==> src/rtl/irq_entry_pkg.sv <==
package irq_entry_pkg;

  typedef enum logic [3:0] {
    ST_IDLE,
    ST_ACK1,
    ST_GAP,
    ST_ACK2,
    ST_PSH_FL,
    ST_PSH_CS,
    ST_PSH_IP,
    ST_VEC_IP,
    ST_VEC_CS,
    ST_DONE
  } entry_st_e;

endpackage

==> src/rtl/irq_req_latch.sv <==
module irq_req_latch (
  input  logic clk,
  input  logic rst_n,
  input  logic nmi_in,
  input  logic intr_in,
  input  logic intr_en,
  input  logic boundary,
  input  logic idle,
  output logic start,
  output logic start_nmi
);

  logic nmi_q, nmi_pend;
  logic nmi_edge;
  logic nmi_q_d, nmi_pend_d;

  always_comb begin
    nmi_edge   = nmi_in & ~nmi_q;
    start      = boundary & idle & (nmi_pend | (intr_in & intr_en));
    start_nmi  = start & nmi_pend;
    nmi_q_d    = nmi_in;
    nmi_pend_d = (nmi_pend & ~start_nmi) | nmi_edge;
  end

  always_ff @(posedge clk or negedge rst_n) begin
    if (!rst_n) begin
      nmi_q    <= 1'b0;
      nmi_pend <= 1'b0;
    end else begin
      nmi_q    <= nmi_q_d;
      nmi_pend <= nmi_pend_d;
    end
  end

  // a pending non-maskable request is only dropped when it is serviced
  assert_nmi_held_R11: assert property (@(posedge clk) disable iff (!rst_n)
    (nmi_pend && !start_nmi) |=> nmi_pend);

  // nothing starts away from an instruction boundary
  assert_start_boundary_R2: assert property (@(posedge clk) disable iff (!rst_n)
    start |-> boundary);

endmodule

==> src/rtl/irq_bus_mux.sv <==
module irq_bus_mux
  import irq_entry_pkg::*;
#(
  parameter int DATA_W = 16,
  parameter int ADDR_W = 20,
  parameter int TYPE_W = 8
) (
  input  entry_st_e           state,
  input  logic [DATA_W-1:0]   ss_r,
  input  logic [DATA_W-1:0]   sp_r,
  input  logic [TYPE_W-1:0]   vtype,
  input  logic [DATA_W-1:0]   fl_r,
  input  logic [DATA_W-1:0]   cs_r,
  input  logic [DATA_W-1:0]   ip_r,
  output logic                mem_req,
  output logic                mem_we,
  output logic [ADDR_W-1:0]   mem_addr,
  output logic [DATA_W-1:0]   mem_wdata
);

  localparam int SEG_SH = ADDR_W - DATA_W;
  localparam int VEC_W  = TYPE_W + 2;

  logic [DATA_W-1:0] sp_dec;
  logic [ADDR_W-1:0] push_addr;
  logic [ADDR_W-1:0] vec_base;

  always_comb begin
    sp_dec    = sp_r - DATA_W'(2);
    push_addr = {ss_r, {SEG_SH{1'b0}}} + {{SEG_SH{1'b0}}, sp_dec};
    vec_base  = {{(ADDR_W-VEC_W){1'b0}}, vtype, 2'b00};
    mem_req   = 1'b0;
    mem_we    = 1'b0;
    mem_addr  = '0;
    mem_wdata = '0;
    case (state)
      ST_PSH_FL: begin
        mem_req = 1'b1; mem_we = 1'b1; mem_addr = push_addr; mem_wdata = fl_r;
      end
      ST_PSH_CS: begin
        mem_req = 1'b1; mem_we = 1'b1; mem_addr = push_addr; mem_wdata = cs_r;
      end
      ST_PSH_IP: begin
        mem_req = 1'b1; mem_we = 1'b1; mem_addr = push_addr; mem_wdata = ip_r;
      end
      ST_VEC_IP: begin
        mem_req = 1'b1; mem_addr = vec_base;
      end
      ST_VEC_CS: begin
        mem_req = 1'b1; mem_addr = vec_base + ADDR_W'(2);
      end
      default: ;
    endcase
  end

endmodule

==> src/rtl/irq_entry_ctrl.sv <==
module irq_entry_ctrl
  import irq_entry_pkg::*;
#(
  parameter int DATA_W   = 16,
  parameter int TYPE_W   = 8,
  parameter int NMI_TYPE = 2,
  parameter int IF_BIT   = 9,
  parameter int TF_BIT   = 8
) (
  input  logic                clk,
  input  logic                rst_n,
  input  logic                start,
  input  logic                start_nmi,
  input  logic [DATA_W-1:0]   flags_in,
  input  logic [DATA_W-1:0]   cs_in,
  input  logic [DATA_W-1:0]   ip_in,
  input  logic [DATA_W-1:0]   sp_in,
  input  logic [DATA_W-1:0]   ss_in,
  input  logic [DATA_W-1:0]   rdata,
  input  logic                acc_done,
  output entry_st_e           state,
  output logic [TYPE_W-1:0]   vtype,
  output logic [DATA_W-1:0]   sp_r,
  output logic [DATA_W-1:0]   ss_r,
  output logic [DATA_W-1:0]   fl_r,
  output logic [DATA_W-1:0]   cs_r,
  output logic [DATA_W-1:0]   ip_r,
  output logic                idle,
  output logic                inta_n,
  output logic                done,
  output logic [DATA_W-1:0]   new_cs,
  output logic [DATA_W-1:0]   new_ip,
  output logic [DATA_W-1:0]   new_flags
);

  localparam logic [DATA_W-1:0] CLR_MASK =
    ~((DATA_W'(1) << IF_BIT) | (DATA_W'(1) << TF_BIT));
  localparam logic [TYPE_W-1:0] NMI_VEC = TYPE_W'(NMI_TYPE);

  entry_st_e         state_d;
  logic              cap_en, type_en, type_nmi, sp_en, nip_en, ncs_en;
  logic [TYPE_W-1:0] vtype_d;
  logic [DATA_W-1:0] sp_d;
  logic [DATA_W-1:0] nip_r, ncs_r;
  logic              is_push;

  // next-state and enables
  always_comb begin
    state_d = state;
    is_push = (state == ST_PSH_FL) || (state == ST_PSH_CS) || (state == ST_PSH_IP);
    case (state)
      ST_IDLE:   if (start) state_d = start_nmi ? ST_PSH_FL : ST_ACK1;
      ST_ACK1:   state_d = ST_GAP;
      ST_GAP:    state_d = ST_ACK2;
      ST_ACK2:   state_d = ST_PSH_FL;
      ST_PSH_FL: if (acc_done) state_d = ST_PSH_CS;
      ST_PSH_CS: if (acc_done) state_d = ST_PSH_IP;
      ST_PSH_IP: if (acc_done) state_d = ST_VEC_IP;
      ST_VEC_IP: if (acc_done) state_d = ST_VEC_CS;
      ST_VEC_CS: if (acc_done) state_d = ST_DONE;
      ST_DONE:   state_d = ST_IDLE;
      default:   state_d = ST_IDLE;
    endcase
    cap_en   = (state == ST_IDLE) && start;
    type_nmi = cap_en && start_nmi;
    type_en  = type_nmi || (state == ST_ACK2);
    vtype_d  = type_nmi ? NMI_VEC : rdata[TYPE_W-1:0];
    sp_en    = cap_en || (is_push && acc_done);
    sp_d     = cap_en ? sp_in : (sp_r - DATA_W'(2));
    nip_en   = (state == ST_VEC_IP) && acc_done;
    ncs_en   = (state == ST_VEC_CS) && acc_done;
  end

  // registers
  always_ff @(posedge clk or negedge rst_n) begin
    if (!rst_n) begin
      state <= ST_IDLE;
      vtype <= '0;
      sp_r  <= '0;
      ss_r  <= '0;
      fl_r  <= '0;
      cs_r  <= '0;
      ip_r  <= '0;
      nip_r <= '0;
      ncs_r <= '0;
    end else begin
      state <= state_d;
      if (type_en) vtype <= vtype_d;
      if (sp_en)   sp_r  <= sp_d;
      if (cap_en) begin
        ss_r <= ss_in;
        fl_r <= flags_in;
        cs_r <= cs_in;
        ip_r <= ip_in;
      end
      if (nip_en) nip_r <= rdata;
      if (ncs_en) ncs_r <= rdata;
    end
  end

  always_comb begin
    idle      = (state == ST_IDLE);
    inta_n    = !((state == ST_ACK1) || (state == ST_ACK2));
    done      = (state == ST_DONE);
    new_cs    = ncs_r;
    new_ip    = nip_r;
    new_flags = fl_r & CLR_MASK;
  end

  // each acknowledge low phase lasts one cycle
  assert_ack_single_R6: assert property (@(posedge clk) disable iff (!rst_n)
    $fell(inta_n) |=> inta_n);

  // a non-maskable start never leads into an acknowledge cycle
  assert_nmi_no_ack_R5: assert property (@(posedge clk) disable iff (!rst_n)
    (idle && start && start_nmi) |=> inta_n);

  // the completion strobe lasts exactly one cycle
  assert_done_pulse_R10: assert property (@(posedge clk) disable iff (!rst_n)
    done |=> !done);

endmodule

==> src/rtl/irq_entry_seq.sv <==
module irq_entry_seq
  import irq_entry_pkg::*;
#(
  parameter int DATA_W   = 16,
  parameter int ADDR_W   = 20,
  parameter int TYPE_W   = 8,
  parameter int NMI_TYPE = 2,
  parameter int IF_BIT   = 9,
  parameter int TF_BIT   = 8
) (
  input  logic              clk,
  input  logic              rst_n,
  input  logic              nmi_req,
  input  logic              intr_req,
  input  logic              insn_done,
  input  logic [DATA_W-1:0] core_flags,
  input  logic [DATA_W-1:0] core_cs,
  input  logic [DATA_W-1:0] core_ip,
  input  logic [DATA_W-1:0] core_sp,
  input  logic [DATA_W-1:0] core_ss,
  output logic              inta_n,
  output logic              mem_req,
  output logic              mem_we,
  output logic [ADDR_W-1:0] mem_addr,
  output logic [DATA_W-1:0] mem_wdata,
  input  logic [DATA_W-1:0] mem_rdata,
  input  logic              mem_ready,
  output logic              entry_done,
  output logic [DATA_W-1:0] new_cs,
  output logic [DATA_W-1:0] new_ip,
  output logic [DATA_W-1:0] new_sp,
  output logic [DATA_W-1:0] new_flags
);

  logic [1:0]        rst_pipe;
  logic              rst_s;
  logic              start, start_nmi, idle, acc_done;
  entry_st_e         state;
  logic [TYPE_W-1:0] vtype;
  logic [DATA_W-1:0] sp_r, ss_r, fl_r, cs_r, ip_r;

  // asynchronous assertion, synchronous release
  always_ff @(posedge clk or negedge rst_n) begin
    if (!rst_n) rst_pipe <= 2'b00;
    else        rst_pipe <= {rst_pipe[0], 1'b1};
  end
  assign rst_s    = rst_pipe[1];
  assign acc_done = mem_req & mem_ready;
  assign new_sp   = sp_r;

  irq_req_latch u_req (
    .clk       (clk),
    .rst_n     (rst_s),
    .nmi_in    (nmi_req),
    .intr_in   (intr_req),
    .intr_en   (core_flags[IF_BIT]),
    .boundary  (insn_done),
    .idle      (idle),
    .start     (start),
    .start_nmi (start_nmi)
  );

  irq_entry_ctrl #(
    .DATA_W   (DATA_W),
    .TYPE_W   (TYPE_W),
    .NMI_TYPE (NMI_TYPE),
    .IF_BIT   (IF_BIT),
    .TF_BIT   (TF_BIT)
  ) u_ctrl (
    .clk       (clk),
    .rst_n     (rst_s),
    .start     (start),
    .start_nmi (start_nmi),
    .flags_in  (core_flags),
    .cs_in     (core_cs),
    .ip_in     (core_ip),
    .sp_in     (core_sp),
    .ss_in     (core_ss),
    .rdata     (mem_rdata),
    .acc_done  (acc_done),
    .state     (state),
    .vtype     (vtype),
    .sp_r      (sp_r),
    .ss_r      (ss_r),
    .fl_r      (fl_r),
    .cs_r      (cs_r),
    .ip_r      (ip_r),
    .idle      (idle),
    .inta_n    (inta_n),
    .done      (entry_done),
    .new_cs    (new_cs),
    .new_ip    (new_ip),
    .new_flags (new_flags)
  );

  irq_bus_mux #(
    .DATA_W (DATA_W),
    .ADDR_W (ADDR_W),
    .TYPE_W (TYPE_W)
  ) u_bus (
    .state     (state),
    .ss_r      (ss_r),
    .sp_r      (sp_r),
    .vtype     (vtype),
    .fl_r      (fl_r),
    .cs_r      (cs_r),
    .ip_r      (ip_r),
    .mem_req   (mem_req),
    .mem_we    (mem_we),
    .mem_addr  (mem_addr),
    .mem_wdata (mem_wdata)
  );

  // an access waiting for ready keeps every bus field steady
  assert_bus_hold_R9: assert property (@(posedge clk) disable iff (!rst_s)
    (mem_req && !mem_ready) |=>
      (mem_req && $stable(mem_we) && $stable(mem_addr) && $stable(mem_wdata)));

  // acknowledge and memory traffic never overlap
  assert_ack_no_mem_R6: assert property (@(posedge clk) disable iff (!rst_s)
    !inta_n |-> !mem_req);

endmodule

==> config.mk <==
export PLATFORM = sky130hd
export DESIGN_NAME = irq_entry_seq
export DESIGN_NICKNAME = d
export VERILOG_FILES = /design/src/rtl/irq_entry_pkg.sv /design/src/rtl/irq_req_latch.sv /design/src/rtl/irq_bus_mux.sv /design/src/rtl/irq_entry_ctrl.sv /design/src/rtl/irq_entry_seq.sv
export SDC_FILE = /design/constraint.sdc
export NUM_CORES = 1
export LEC_CHECK = 0
export BUFFER_PORTS_ARGS = -buffer_cell sky130_fd_sc_hd__clkbuf_2
export CAP_MARGIN = 20
export CORE_ASPECT_RATIO = 1.1
export CORE_MARGIN = 2
export CORE_UTILIZATION = 52
export CTS_CLUSTER_DIAMETER = 200
export CTS_CLUSTER_SIZE = 20
export DETAILED_ROUTE_END_ITERATION = 10
export PLACE_DENSITY = 0.86
export RECOVER_POWER = 50
export SLEW_MARGIN = 40
export SYNTH_ARGS = -nofsm -noshare
export SYNTH_HDL_FRONTEND = slang
export SYNTH_HIERARCHICAL = 1
export SYNTH_SLANG_ARGS = --single-unit
==> constraint.sdc <==
create_clock -name clk -period 4.26 [get_ports clk]
set_input_delay 0.213 -clock clk [delete_from_list [all_inputs] [get_ports clk]]
set_output_delay 0.213 -clock clk [all_outputs]
set_load 0.005 [all_outputs]
==> run metrics <==
ant diodes=0; share of cells above drive strength 1=0.250; pin slew with the least headroom to its limit=2.05 ns; Die Ht=125 µm; slew margin rel.=-0.364; Die ar.=between 0.01 and 0.015 mm²; synth unique cells=63; Seq pwr share=0.332; placed cells=1,101; clock share of power=0.253; launching point of the worst reg2reg path=u_ctrl/state[3]$_DFFE_PN0P_; cell count after synthesis=approximately 780; Synth Area in Simple Gates=0.234; post-route antenna net violation count=0; routability cong.=0.933; starting density of the core=0.530; Worst R2R Setup Slack=0.95 ns; Crit. End Element=output pin; post-synthesis sequential area ratio=0.462; RSZ-0062 raised after global routing=false; area delta synth->final=31.1%; post-route minimum period=~3.8 ns; Critical Path RT=4.05 ns; Clock Latency Late Sink=0.42 ns; Register Area=~0.0032 mm²; fillers=966; FF+latch count, synth=128; Max Root-Sink Buffers=2; Post-Route Setup TNS=0 ns; PostCTS Resize Cnt=0; Max-Cap Viols=1; number of enable flip-flop cells after synthesis=0; detailed-route DRC error count=0; Multi-input gate area=approximately 0.0034 mm²; Reg2Reg Depth=8; pwr dens=703 mW/mm²; Final WS setup=0.460 ns; Hold Slack=0.0136 ns; Root Buffer=clkbuf_16; worst hold endpoint=u_ctrl/cs_r[2]$_DFFE_PN0P_; Max Transition Viols Final=55; vias in the first global route=6,497; TritonCTS clock tree=done; xor-xnor portion of the synthesized cell area=0.0366; half-perimeter wire length after placement=12,800 µm; Max FO, Critical Path=8; Switching Share=0.392; Combinational Power Share=0.416; IO Count=206; clk slew on worst S/H paths=roughly 0.060 ns; ys async rst share=1.00; Core ar.=0.0131 mm²; Total Power=6.40 mW; Placement Setup Slack=0.992 ns; Final setup viols=0; Synth Flop Type=dfrtp_1; TritonCTS buffer count=17; mux cell area share after synthesis=0.0927; site row count=44; Util after Layout=0.694; status=complete, but fails checks; CTS sink cnt=128; Overall Global Routing Usage=0.284; drt pass-1 iters=5; Max VDD drop=roughly 0.46 mV; Die X=114 µm; drt initial violations=578; violated checks=capacitance limit, slew limit; startpoint types=flop; HP Class=primary input to flop; post-synthesis compound-gate area fraction=0.0957; final hold viol count=0; HP Start=core_cs[2]; DR vias=approximately 6,600; switching pwr=2.51 mW; Pint=slightly below 4 mW; drt total wl=just over 20,000 µm; H-tree levels=4; reg2reg end=u_ctrl/sp_r[10]$_DFFE_PN0P_; total grt overflow=0; largest net degree at the start of global routing=55; routed wire length per instance=~17 µm; Post-Synthesis Cell Area=0.00694 mm²; mean post-synth cell area=8.87 µm²; Max Freq=~260 MHz; post-DR vias/cell=5.58; WP data arrival=3.59 ns; Finished Cell Area=0.00910 mm²; first-pass GRT wire length=32,000 µm; port bufs=203; Worst Hold Depth=3; leakage power=approximately 4.6 nW; post-synthesis adder-cell area fraction=0.0317; clk_skew=0.00796 ns; final net count=1,131; final worst-path cycle share=0.892; largest family of logic cells by synthesized area=simple AND/OR/NAND/NOR gates; initial antenna violation count=0; Synth warnings=6; Setup CP Type=flop to output pin; Post-CTS Setup Repair Bufs=0; Cell Area, Placed=roughly 0.008 mm²; final std cells w/o fill=1,186
[logic make-up after synthesis]
kind of cell | Yosys count
flops | 128
buf+inv | 65
other cells | 2
compound gates | 109
fa+ha+maj | 17
mux | 60
simple gates | 372
xor+xnor | 29
[worst max-delay path, cell delays in order, from the launching register on]
cell and delay, ns:
dfrtp_1 0.47, nor2_1 0.23, nand3b_1 0.14, nor2_1 0.15, nand3_1 0.17, nor4_1 0.27
xor2_1 0.12, ha_1 0.39, and2_1 0.17, nand4_1 0.12, a21oi_2 0.19, nor2_1 0.09
and4_4 0.19, or3_1 0.37, clkbuf_2 0.12
[power by group through the flow]
stage | registers [mW] | clock network [mW] | logic [mW]
after floorplan | 2.02 | 0 | 1.77
after global placement | 2.10 | 0 | 2.50
after detailed placement | 2.12 | 0 | 2.58
after CTS | 2.11 | 1.63 | 2.64
after global routing | 2.19 | 1.69 | 2.92
final | 2.12 | 1.62 | 2.66
[cell usage in the layout, fill, tap and decap left out, types with 6 or more instances in the layout]
master	count
nand2_1	229
clkbuf_2	166
dfrtp_1	128
nor2_1	72
dlygate4sd3_1	53
a21oi_1	44
clkbuf_1	40
mux2_2	34
mux2i_1	26
xor2_1	18
clkbuf_16	17
ha_1	16
o21ai_0	15
xnor2_1	11
inv_1	9
a31oi_1	8
nor3_1	7
o31ai_1	7
nand3_1	6
nand2b_1	6
[flip-flops by register name, indices dropped and copies added (netlist names)]
signal,flops
u_ctrl/new_cs,16
u_req/nmi_pend,1
u_ctrl/ss_r,16
u_ctrl/ip_r,16
u_ctrl/vtype,8
u_ctrl/cs_r,16
u_ctrl/fl_r,16
u_ctrl/state,4
rst_pipe,2
u_ctrl/new_ip,16
u_ctrl/sp_r,16
u_req/nmi_q,1
[what timing repair did]
item                                    in CTS  in global routing
hold endpoints to repair                    54                  0
endpoints found under the setup margin       0                  0
hold buffers                                53                  0
[worst max path at each step]
| stage | start | endpoint | slack, ns | cells after the start |
|---|---|---|---|---|
| finish | u_ctrl/sp_r[3]$_DFFE_PN0P_ | mem_addr[17] | 0.46 | 14 |
| global route | u_ctrl/sp_r[3]$_DFFE_PN0P_ | mem_addr[17] | 0.22 | 14 |
| CTS | u_ctrl/sp_r[3]$_DFFE_PN0P_ | mem_addr[17] | 0.53 | 14 |
| detailed placement | u_ctrl/sp_r[3]$_DFFE_PN0P_ | mem_addr[17] | 0.99 | 14 |
| global placement | u_ctrl/sp_r[3]$_DFFE_PN0P_ | mem_addr[17] | 1.12 | 14 |
| floorplan | rst_pipe[1]$_DFF_PN0_ | u_ctrl/cs_r[0]$_DFFE_PN0P_ | 0.43 | 0 |
[per-layer routing]
metal,share of wire,global-route usage,vias to the layer above
met5,0,0,-
met4,0.032,0.121,0
met3,0.081,0.0790,57
met2,0.50,0.480,334
met1,0.39,0.338,3143
li1,-,-,3080
[area by class of cell]
class	count	area share
Clock buffer	20	0.0491
Clock inverter	12	0.0227
Inverter	10	0.00413
Multi-Input combinational cell	590	0.377
Sequential cell	128	0.352
Tap cell	161	0.0221
Timing Repair Buffer	265	0.173
[Yosys cell counts, types with 2 or more instances]
master / count / area (µm²)
or3_1: 4 / 25.0
nor4_1: 5 / 31.3
nor2b_1: 5 / 31.3
o2bb2ai_1: 2 / 17.5
buf_2: 12 / 60.1
clkbuf_1: 24 / 90.1
nand2_1: 230 / 863
a21o_1: 3 / 22.5
buf_1: 2 / 7.51
nand3b_1: 4 / 30.0
nand3_1: 6 / 30.0
or3_2: 3 / 22.5
nand2b_1: 6 / 37.5
o22ai_1: 4 / 25.0
a31oi_1: 8 / 50.1
or4_2: 2 / 17.5
nand4_1: 3 / 18.8
xor2_1: 18 / 158
dfrtp_1: 128 / 3200
o211ai_1: 2 / 15.0
nor3_1: 7 / 35.0
mux2i_1: 26 / 260
xnor2_1: 11 / 96.3
nor2_1: 72 / 270
mux2_2: 34 / 383
o21ai_1: 5 / 25.0
and2_1: 5 / 31.3
a21boi_0: 2 / 15.0
ha_1: 16 / 200
o221ai_1: 5 / 43.8
a211oi_1: 2 / 15.0
a21oi_1: 44 / 220
o21ai_0: 15 / 75.1
o31ai_1: 7 / 52.6
o21a_1: 2 / 15.0
conb_1: 2 / 7.51
inv_1: 9 / 33.8
or4_1: 3 / 22.5
buf_4: 16 / 120
nor3b_2: 2 / 25.0
nand4b_1: 4 / 35.0
Power figures use the tool's default switching activity.
